<file path="config.mk">
export PLATFORM = sky130hd
export DESIGN_NAME = tmo_monitor
export DESIGN_NICKNAME = d
export VERILOG_FILES = /design/src/rtl/tmo_pkg.sv /design/src/rtl/tmo_prescaler.sv /design/src/rtl/tmo_tick_counter.sv /design/src/rtl/tmo_status.sv /design/src/rtl/tmo_monitor.sv
export SDC_FILE = /design/constraint.sdc
export NUM_CORES = 1
export LEC_CHECK = 0
export ABC_CLOCK_PERIOD_IN_PS = 6300
export BUFFER_PORTS_ARGS = -buffer_cell sky130_fd_sc_hd__buf_4
export CORE_UTILIZATION = 60
export CTS_CLUSTER_DIAMETER = 30
export CTS_CLUSTER_SIZE = 16
export DETAILED_ROUTE_END_ITERATION = 10
export PLACE_DENSITY_LB_ADDON = 0.08
export SKIP_CTS_REPAIR_TIMING = 1
export SYNTH_ARGS = -nofsm -noshare
export SYNTH_HDL_FRONTEND = slang
export SYNTH_SLANG_ARGS = --single-unit
</file>
<file path="constraint.sdc">
create_clock -name clk -period 6.3 [get_ports clk]
set_input_delay 0.63 -clock clk [delete_from_list [all_inputs] [get_ports clk]]
set_output_delay 0.63 -clock clk [all_outputs]
set_load 0.01 [all_outputs]
</file>
<file path="src/rtl/tmo_pkg.sv">
package tmo_pkg;

  // log2 of the tick period for a prescaler code
  function automatic int unsigned tick_period_log(input logic [1:0] sel,
                                                  input int unsigned unit);
    return 32'(sel) * unit;
  endfunction

  // log2 of the timeout limit in ticks for a limit code
  function automatic int unsigned limit_log(input logic [2:0] code,
                                            input int unsigned base);
    return base + 32'(code);
  endfunction

endpackage

</file>
<file path="src/rtl/tmo_prescaler.sv">
module tmo_prescaler #(
  parameter int unsigned SHIFT_UNIT = 8,
  parameter int unsigned SEL_W      = 2,
  localparam int unsigned PRE_W     = SHIFT_UNIT * ((1 << SEL_W) - 1)
) (
  input  logic             clk,
  input  logic             arst_n,
  input  logic [SEL_W-1:0] sel,
  output logic             tick
);
  import tmo_pkg::*;

  logic [PRE_W-1:0] pre_q;
  logic [PRE_W-1:0] mask;
  logic             enabled;

  assign enabled = (sel != '0);

  always_comb begin
    mask = ~({PRE_W{1'b1}} << tick_period_log(sel, SHIFT_UNIT));
  end

  always_ff @(posedge clk or negedge arst_n) begin
    if (!arst_n)      pre_q <= '0;
    else if (enabled) pre_q <= pre_q + 1'b1;
  end

  assign tick = enabled && ((pre_q & mask) == mask);

endmodule

</file>
<file path="src/rtl/tmo_tick_counter.sv">
module tmo_tick_counter #(
  parameter int unsigned TSEL_W   = 3,
  parameter int unsigned BASE_LOG = 2,
  localparam int unsigned CNT_W   = BASE_LOG + (1 << TSEL_W)
) (
  input  logic              clk,
  input  logic              arst_n,
  input  logic [TSEL_W-1:0] limit_sel,
  input  logic              busy,
  input  logic              progress,
  input  logic              tick,
  input  logic              halted,
  output logic              hit
);
  import tmo_pkg::*;

  logic [CNT_W-1:0] cnt_q;
  logic [CNT_W-1:0] cnt_inc;
  logic [CNT_W-1:0] limit;
  logic             counting;

  assign limit    = CNT_W'(1) << limit_log(limit_sel, BASE_LOG);
  assign cnt_inc  = cnt_q + 1'b1;
  assign counting = busy && !progress && tick && !halted;
  assign hit      = counting && (cnt_inc >= limit);

  always_ff @(posedge clk or negedge arst_n) begin
    if (!arst_n)                cnt_q <= '0;
    else if (!busy || progress) cnt_q <= '0;
    else if (hit)               cnt_q <= '0;
    else if (counting)          cnt_q <= cnt_inc;
  end

endmodule

</file>
<file path="src/rtl/tmo_status.sv">
module tmo_status (
  input  logic clk,
  input  logic arst_n,
  input  logic hit,
  input  logic clr,
  output logic status,
  output logic abort
);

  always_ff @(posedge clk or negedge arst_n) begin
    if (!arst_n) begin
      status <= 1'b0;
      abort  <= 1'b0;
    end else begin
      abort <= hit;
      if (hit)      status <= 1'b1;
      else if (clr) status <= 1'b0;
    end
  end

endmodule

</file>
<file path="src/rtl/tmo_monitor.sv">
module tmo_monitor #(
  parameter int unsigned SHIFT_UNIT = 8,
  parameter int unsigned BASE_LOG   = 2
) (
  input  logic       clk,
  input  logic       arst_n,
  input  logic [1:0] prescale_sel,
  input  logic [2:0] limit_sel,
  input  logic       chan_busy,
  input  logic       chan_progress,
  input  logic       status_clr,
  output logic       timeout_status,
  output logic       abort_pulse
);

  logic tick_w;
  logic hit_w;

  tmo_prescaler #(.SHIFT_UNIT(SHIFT_UNIT), .SEL_W(2)) u_pre (
    .clk    (clk),
    .arst_n (arst_n),
    .sel    (prescale_sel),
    .tick   (tick_w)
  );

  tmo_tick_counter #(.TSEL_W(3), .BASE_LOG(BASE_LOG)) u_cnt (
    .clk       (clk),
    .arst_n    (arst_n),
    .limit_sel (limit_sel),
    .busy      (chan_busy),
    .progress  (chan_progress),
    .tick      (tick_w),
    .halted    (timeout_status),
    .hit       (hit_w)
  );

  tmo_status u_stat (
    .clk    (clk),
    .arst_n (arst_n),
    .hit    (hit_w),
    .clr    (status_clr),
    .status (timeout_status),
    .abort  (abort_pulse)
  );

endmodule

</file>
## Word level (Yosys, flattened, before mapping)

Index checks and enable logic that the tools add are counted.

| storage, ports and cells | value |
|---|---|
| output and inout bits | 2 |
| register bits | 36 |
| word-level logic and storage cells | 30 |

| cells by class | value |
|---|---|
| mux-type cells | 5 |
| bitwise logic cells | 2 |
| add/subtract/negate cells | 3 |
| order comparisons | 1 |
| equal/unequal tests | 1 |
| shift operators | 2 |
| reductions and logical operators | 12 |

Operator list:

| cell | number |
|---|---|
| $shl 1x32->10 const A | 1 |
| $mux 10 | 3 |
| $add 24x1->24 const B | 1 |
| $and 24x24->24 | 1 |
| $eq 24x24->1 | 1 |
| $not 24->24 | 1 |
| $shl 24x5->24 const A | 1 |
| $add 10x1->10 const B | 1 |
| $ge 10x10->1 | 1 |
| $logic_and 1x1->1 | 5 |
| $add 2x3->4 const A | 1 |
| $reduce_bool 2->1 | 2 |
| $logic_not 1->1 | 3 |
| $reduce_bool 3->1 | 1 |
| $mux 1 | 2 |
| $logic_or 1x1->1 | 1 |

## Logic depth before layout (Yosys ltp)

| logic depth | value |
|---|---|
| word-level depth | 10 |
| mapped depth | 12 |
| mapped depth without buffers | 11 |

## Cells and area by module

From an unflattened synthesis, not the netlist that was laid out.

| unflattened totals | value |
|---|---|
| cells, all modules | 198 |
| area total of the unflattened synthesis | 2,029.4 um2 |

By module, submodules not included:

| module | instances | area each (um2) | cells an instance |
|---|---|---|---|
| tmo_prescaler | 1 | 1,099.8 | 94 |
| tmo_tick_counter | 1 | 868.3 | 100 |
| tmo_status | 1 | 61.3 | 4 |

## Least setup slack after synthesis

Ideal clock, no wire load.

| timing path | value |
|---|---|
| path kind | register to register |
| start | register u_cnt.cnt_q[0] |
| end | register u_cnt.cnt_q[0] |
| data required time | 6,222 ps |
| period minus slack after synthesis | 2,902 ps |
| slack | 3,398 ps |
| cell stages (with the launch flop) | 13 |
| arrival | 2,823 ps |
| library setup time | 78 ps |
| cells stage by stage | dfrtp_1 > nand3_1 > or3_1 > clkbuf_1 > nor3_1 > xnor2_1 > inv_1 > ha_1 > and4_1 > or3_1 > nor3_4 > nand4_1 > o21ai_1 |

| on the way | value |
|---|---|
| cells in the longest elaborated chain, start to end | 5 |
| elaborated cells between the ends (all ways) | 7 |
| classes of those cells | 1 x add/sub; 1 x order compare; 3 x mux; 2 x reduce/logical |

RTL lines:

| what | line | text |
|---|---|---|
| start, declared | tmo_tick_counter.sv:17 | `logic [CNT_W-1:0] cnt_q;` |
| start signal, assigned | tmo_tick_counter.sv:31 | `else if (counting) cnt_q <= cnt_inc;` |
| $add 10x1->10 (*) | tmo_tick_counter.sv:23 | `assign cnt_inc = cnt_q + 1'b1;` |
| $ge 10x10->1 | tmo_tick_counter.sv:25 | `assign hit = counting && (cnt_inc >= limit);` |
| $logic_and 1x1->1 | tmo_tick_counter.sv:25 |  |
| $mux 10 | tmo_tick_counter.sv:30 | `else if (hit) cnt_q <= '0;` |
| $mux 10 | tmo_tick_counter.sv:29 | `else if (!busy \|\| progress) cnt_q <= '0;` |

Every way passes the cells marked *; elsewhere a longest branch is shown, timed or not. The select of a mux whose other input is x is not followed.
A chain may end at the register's enable or synchronous reset.

## Worst setup path in the final report

| timing path | value |
|---|---|
| start | register u_cnt.cnt_q[0] |
| end | register u_cnt.cnt_q[2] |

The elaborated chain is that of the path after synthesis.

==> metrics.log <==
INFO  metric wl_per_cell = 13.9 um
INFO  metric first_global_vias = 1,446
INFO  metric tritoncts = yes
INFO  metric groute.usage.overall = between 20% and 30%
INFO  metric gp_congestion = 0.831
INFO  metric cts-buffers-inserted = 5
INFO  metric reg2reg_from = u_cnt.cnt_q[0]$_DFFE_PN0P_
INFO  metric grt_setup_unrepaired = no
INFO  metric post-dp-hpwl = 2850 um
INFO  metric ys_async_sr_fraction = 100%
INFO  metric min_path_type = in2async
INFO  metric mappedNetlistNets = 225
INFO  metric die-area = 3630 um2
INFO  metric finalPower = 0.000490 W
INFO  metric finalNetCount = 240
INFO  metric post_synth_instance_area = approximately 2000 um2
INFO  metric power_per_cell_area = 221 nW/um2
INFO  metric critical_path.endpoint = u_cnt.cnt_q[2]$_DFFE_PN0P_
INFO  metric timing_hold_violations_final = 0
INFO  metric maximum_number_of_pins_on_one_net_before_global_route_repair = 37
INFO  metric synth.most_common_cell = dfrtp_1
INFO  metric h-tree-depth = 2
INFO  metric antenna_left = 0
INFO  metric postSynthAreaPerCell = between 10 and 15 um2
INFO  metric biggest_area_consumer_among_synthesized_cells = dfrtp_1
INFO  metric startpoint_type = flop
INFO  metric netlist_instances = 203
INFO  metric worstSetupStartpoint = u_cnt.cnt_q[0]$_DFFE_PN0P_
INFO  metric critPathMaxFanout = 10
INFO  metric clock_sink_count = 36
INFO  metric post-route-drc-count = 0
INFO  metric ys_warn_count = 0
INFO  metric setup_viol_count_final = 0
INFO  metric timing.final.crit_period = approximately 3.3 ns
INFO  metric static-leakage-power = 1.02 nW
INFO  metric placement.io_buffers = 11
INFO  metric tightestPinTransition = 0.573 ns
INFO  metric worst_ir_drop_vdd = 0.224 mV
INFO  metric yosysSeqAreaShare = 44.3%
INFO  metric totalWireLength = approximately 3700 um
INFO  metric first_iteration_detailed_routing_drc_count = between 60 and 70
INFO  metric overflow = 0
INFO  metric clock.fmax = just over 300 MHz
INFO  metric critical_path_arrival = about 3.6 ns
INFO  metric layout-drive-gt1-share = 12.8%
INFO  metric timing.clock.skew = 0.0138 ns
INFO  metric fin_crit_sh = between 50% and 60%
INFO  metric core-area = 3130 um2
INFO  metric ys.flop_type = dfrtp_1
INFO  metric antenna_found_initial = 0
INFO  metric fin_tns_setup = 0 ns
INFO  metric clock_insertion_delay_worst_skew = 0.35 ns
INFO  metric cts_max_path_buffers = 2
INFO  metric die_x = 60.2 um
INFO  metric boundaryPins = 12
INFO  metric drt_pre_antenna_iters = 4
INFO  metric synth.top_cells.by_area = dfrtp_1, xnor2_1, ha_1, nand3_1, nand2_1
INFO  metric num_antenna_cells = 0
INFO  metric global_route_wire_length_before_repair = between 6000 and 7000 um
INFO  metric die_height = 60.2 um
INFO  metric critPathKind = reg2reg
INFO  metric drv.max_cap_violation_count = 0
INFO  metric synth.top_cell.area_share = 44.3%
INFO  metric row_count = 20
INFO  metric vias_per_cell = between 5 and 6
INFO  metric rr_worst_depth = 11
INFO  metric synth_commonest_cells = dfrtp_1, xnor2_1, nand3_1
INFO  metric synth_enable_flop_cells = 0
INFO  metric synth.distinct_cells = 39
INFO  metric floorplan.initialDensity = approximately two thirds
INFO  metric vias = 1,483
INFO  metric synthToLayoutAreaGrowth = 9.16%
INFO  metric cp-end-kind = flop
INFO  metric seq_cells_post_synth = 36
INFO  metric report.final.slew_viol_count = 0
INFO  metric cts_root_buf = clkbuf_4
INFO  metric run_status = complete, no violations
INFO  metric critPathRequiredTime = 6.57 ns
INFO  metric crit-reg2reg-capture = u_cnt.cnt_q[2]$_DFFE_PN0P_
INFO  metric path_clk_slew = 0.11 ns
INFO  metric timing.slew.headroom = 61.5%
INFO  metric r2r_slack = 3.02 ns
-- state kept, by name, indices dropped and copies added (netlist names) --
name and count:
u_stat.abort 1, u_stat.status 1, u_cnt.cnt_q 10, u_pre.pre_q 24
-- area by class of cell --
class	count	area, um2
Multi-Input combinational cell	156	1090
Clock buffer	7	55.1
Fill cell	250	907
Clock inverter	1	7.51
Sequential cell	36	901
Tap cell	44	55.1
Inverter	8	30.0
Timing Repair Buffer	11	82.6
-- critical path, stage by stage, from the launching register on --
cell and delay, ns:
dfrtp_1 0.43, nand3_1 0.19, or3_1 0.44, nor3_1 0.22
xnor2_1 0.17, inv_1 0.07, ha_1 0.32, and4_1 0.19
or3_1 0.40, nor3_4 0.34, nand4_1 0.24, o21ai_1 0.18
-- worst min-delay path by stage --
| stage | end | slack [ns] | depth (start not counted) |
|---|---|---|---|
| after floorplan | u_cnt.cnt_q[0]$_DFFE_PN0P_ | 0.33 | 0 |
| after global placement | u_pre.pre_q[23]$_DFFE_PN0N_ | 0.45 | 1 |
| after detailed placement | u_pre.pre_q[23]$_DFFE_PN0N_ | 0.46 | 1 |
| after CTS | u_pre.pre_q[1]$_DFFE_PN0N_ | 0.22 | 1 |
| after global routing | u_stat.abort$_DFF_PN0_ | 0.24 | 1 |
| final | u_pre.pre_q[7]$_DFFE_PN0N_ | 0.21 | 1 |
-- cell families after synthesis --
group / count (synthesis) / synth area share [%]
AOI/OAI and AO/OA: 24 / 8.67
xor gates and xnor gates: 30 / 12.9
adders and majority gates: 12 / 7.38
buffers and inverters: 11 / 2.15
DFF: 36 / 44.3
muxes: 1 / 0.553
and+or+nand+nor: 89 / 24.0
-- layout by cell type (no fill, tap or decap), drive strengths merged, types with 6 or more instances in the layout --
cell type,Yosys,layout
buf,2,11
ha,12,12
inv,8,8
and3,6,6
xnor2,22,22
xor2,8,8
nand2,20,20
nor2,11,11
dfrtp,36,36
o21ai,9,9
nand3,21,21
clkbuf,1,7
-- per-stage QoR --
stage | util (%) | area (um2) | hold WS (ns) | setup WS [ns] | cells
2_1_floorplan | - | 2030 | 0.334 | 3.40 | 203
3_3_place_gp | 69.0 | 2160 | 0.451 | 3.24 | 255
3_5_place_dp | 69.0 | 2160 | 0.456 | 3.08 | 255
4_1_cts | 71.0 | 2220 | 0.222 | 3.05 | 263
5_1_grt | 71.0 | 2220 | 0.238 | 2.72 | 263
6_report | 71.0 | 2220 | 0.205 | 3.02 | 263
-- report_power, final --
group / switching (W) / internal [W] / leakage (nW)
Combinational: 0.0000404 / 0.0000384 / 0.501
Sequential: 0.0000270 / 0.000253 / 0.490
Clock: 0.0000763 / 0.0000546 / 0.0315
-- metal layers --
layer / up-vias / part of all wire (%) / GRT usage (%)
li1: 740 / - / -
met1: 706 / 47 / 32.2
met2: 27 / 48 / 38.5
met3: 10 / 3.0 / 5.84
met4: 0 / 2.2 / 10.3
met5: - / 0 / 0
(Power assumes the default switching activity.)
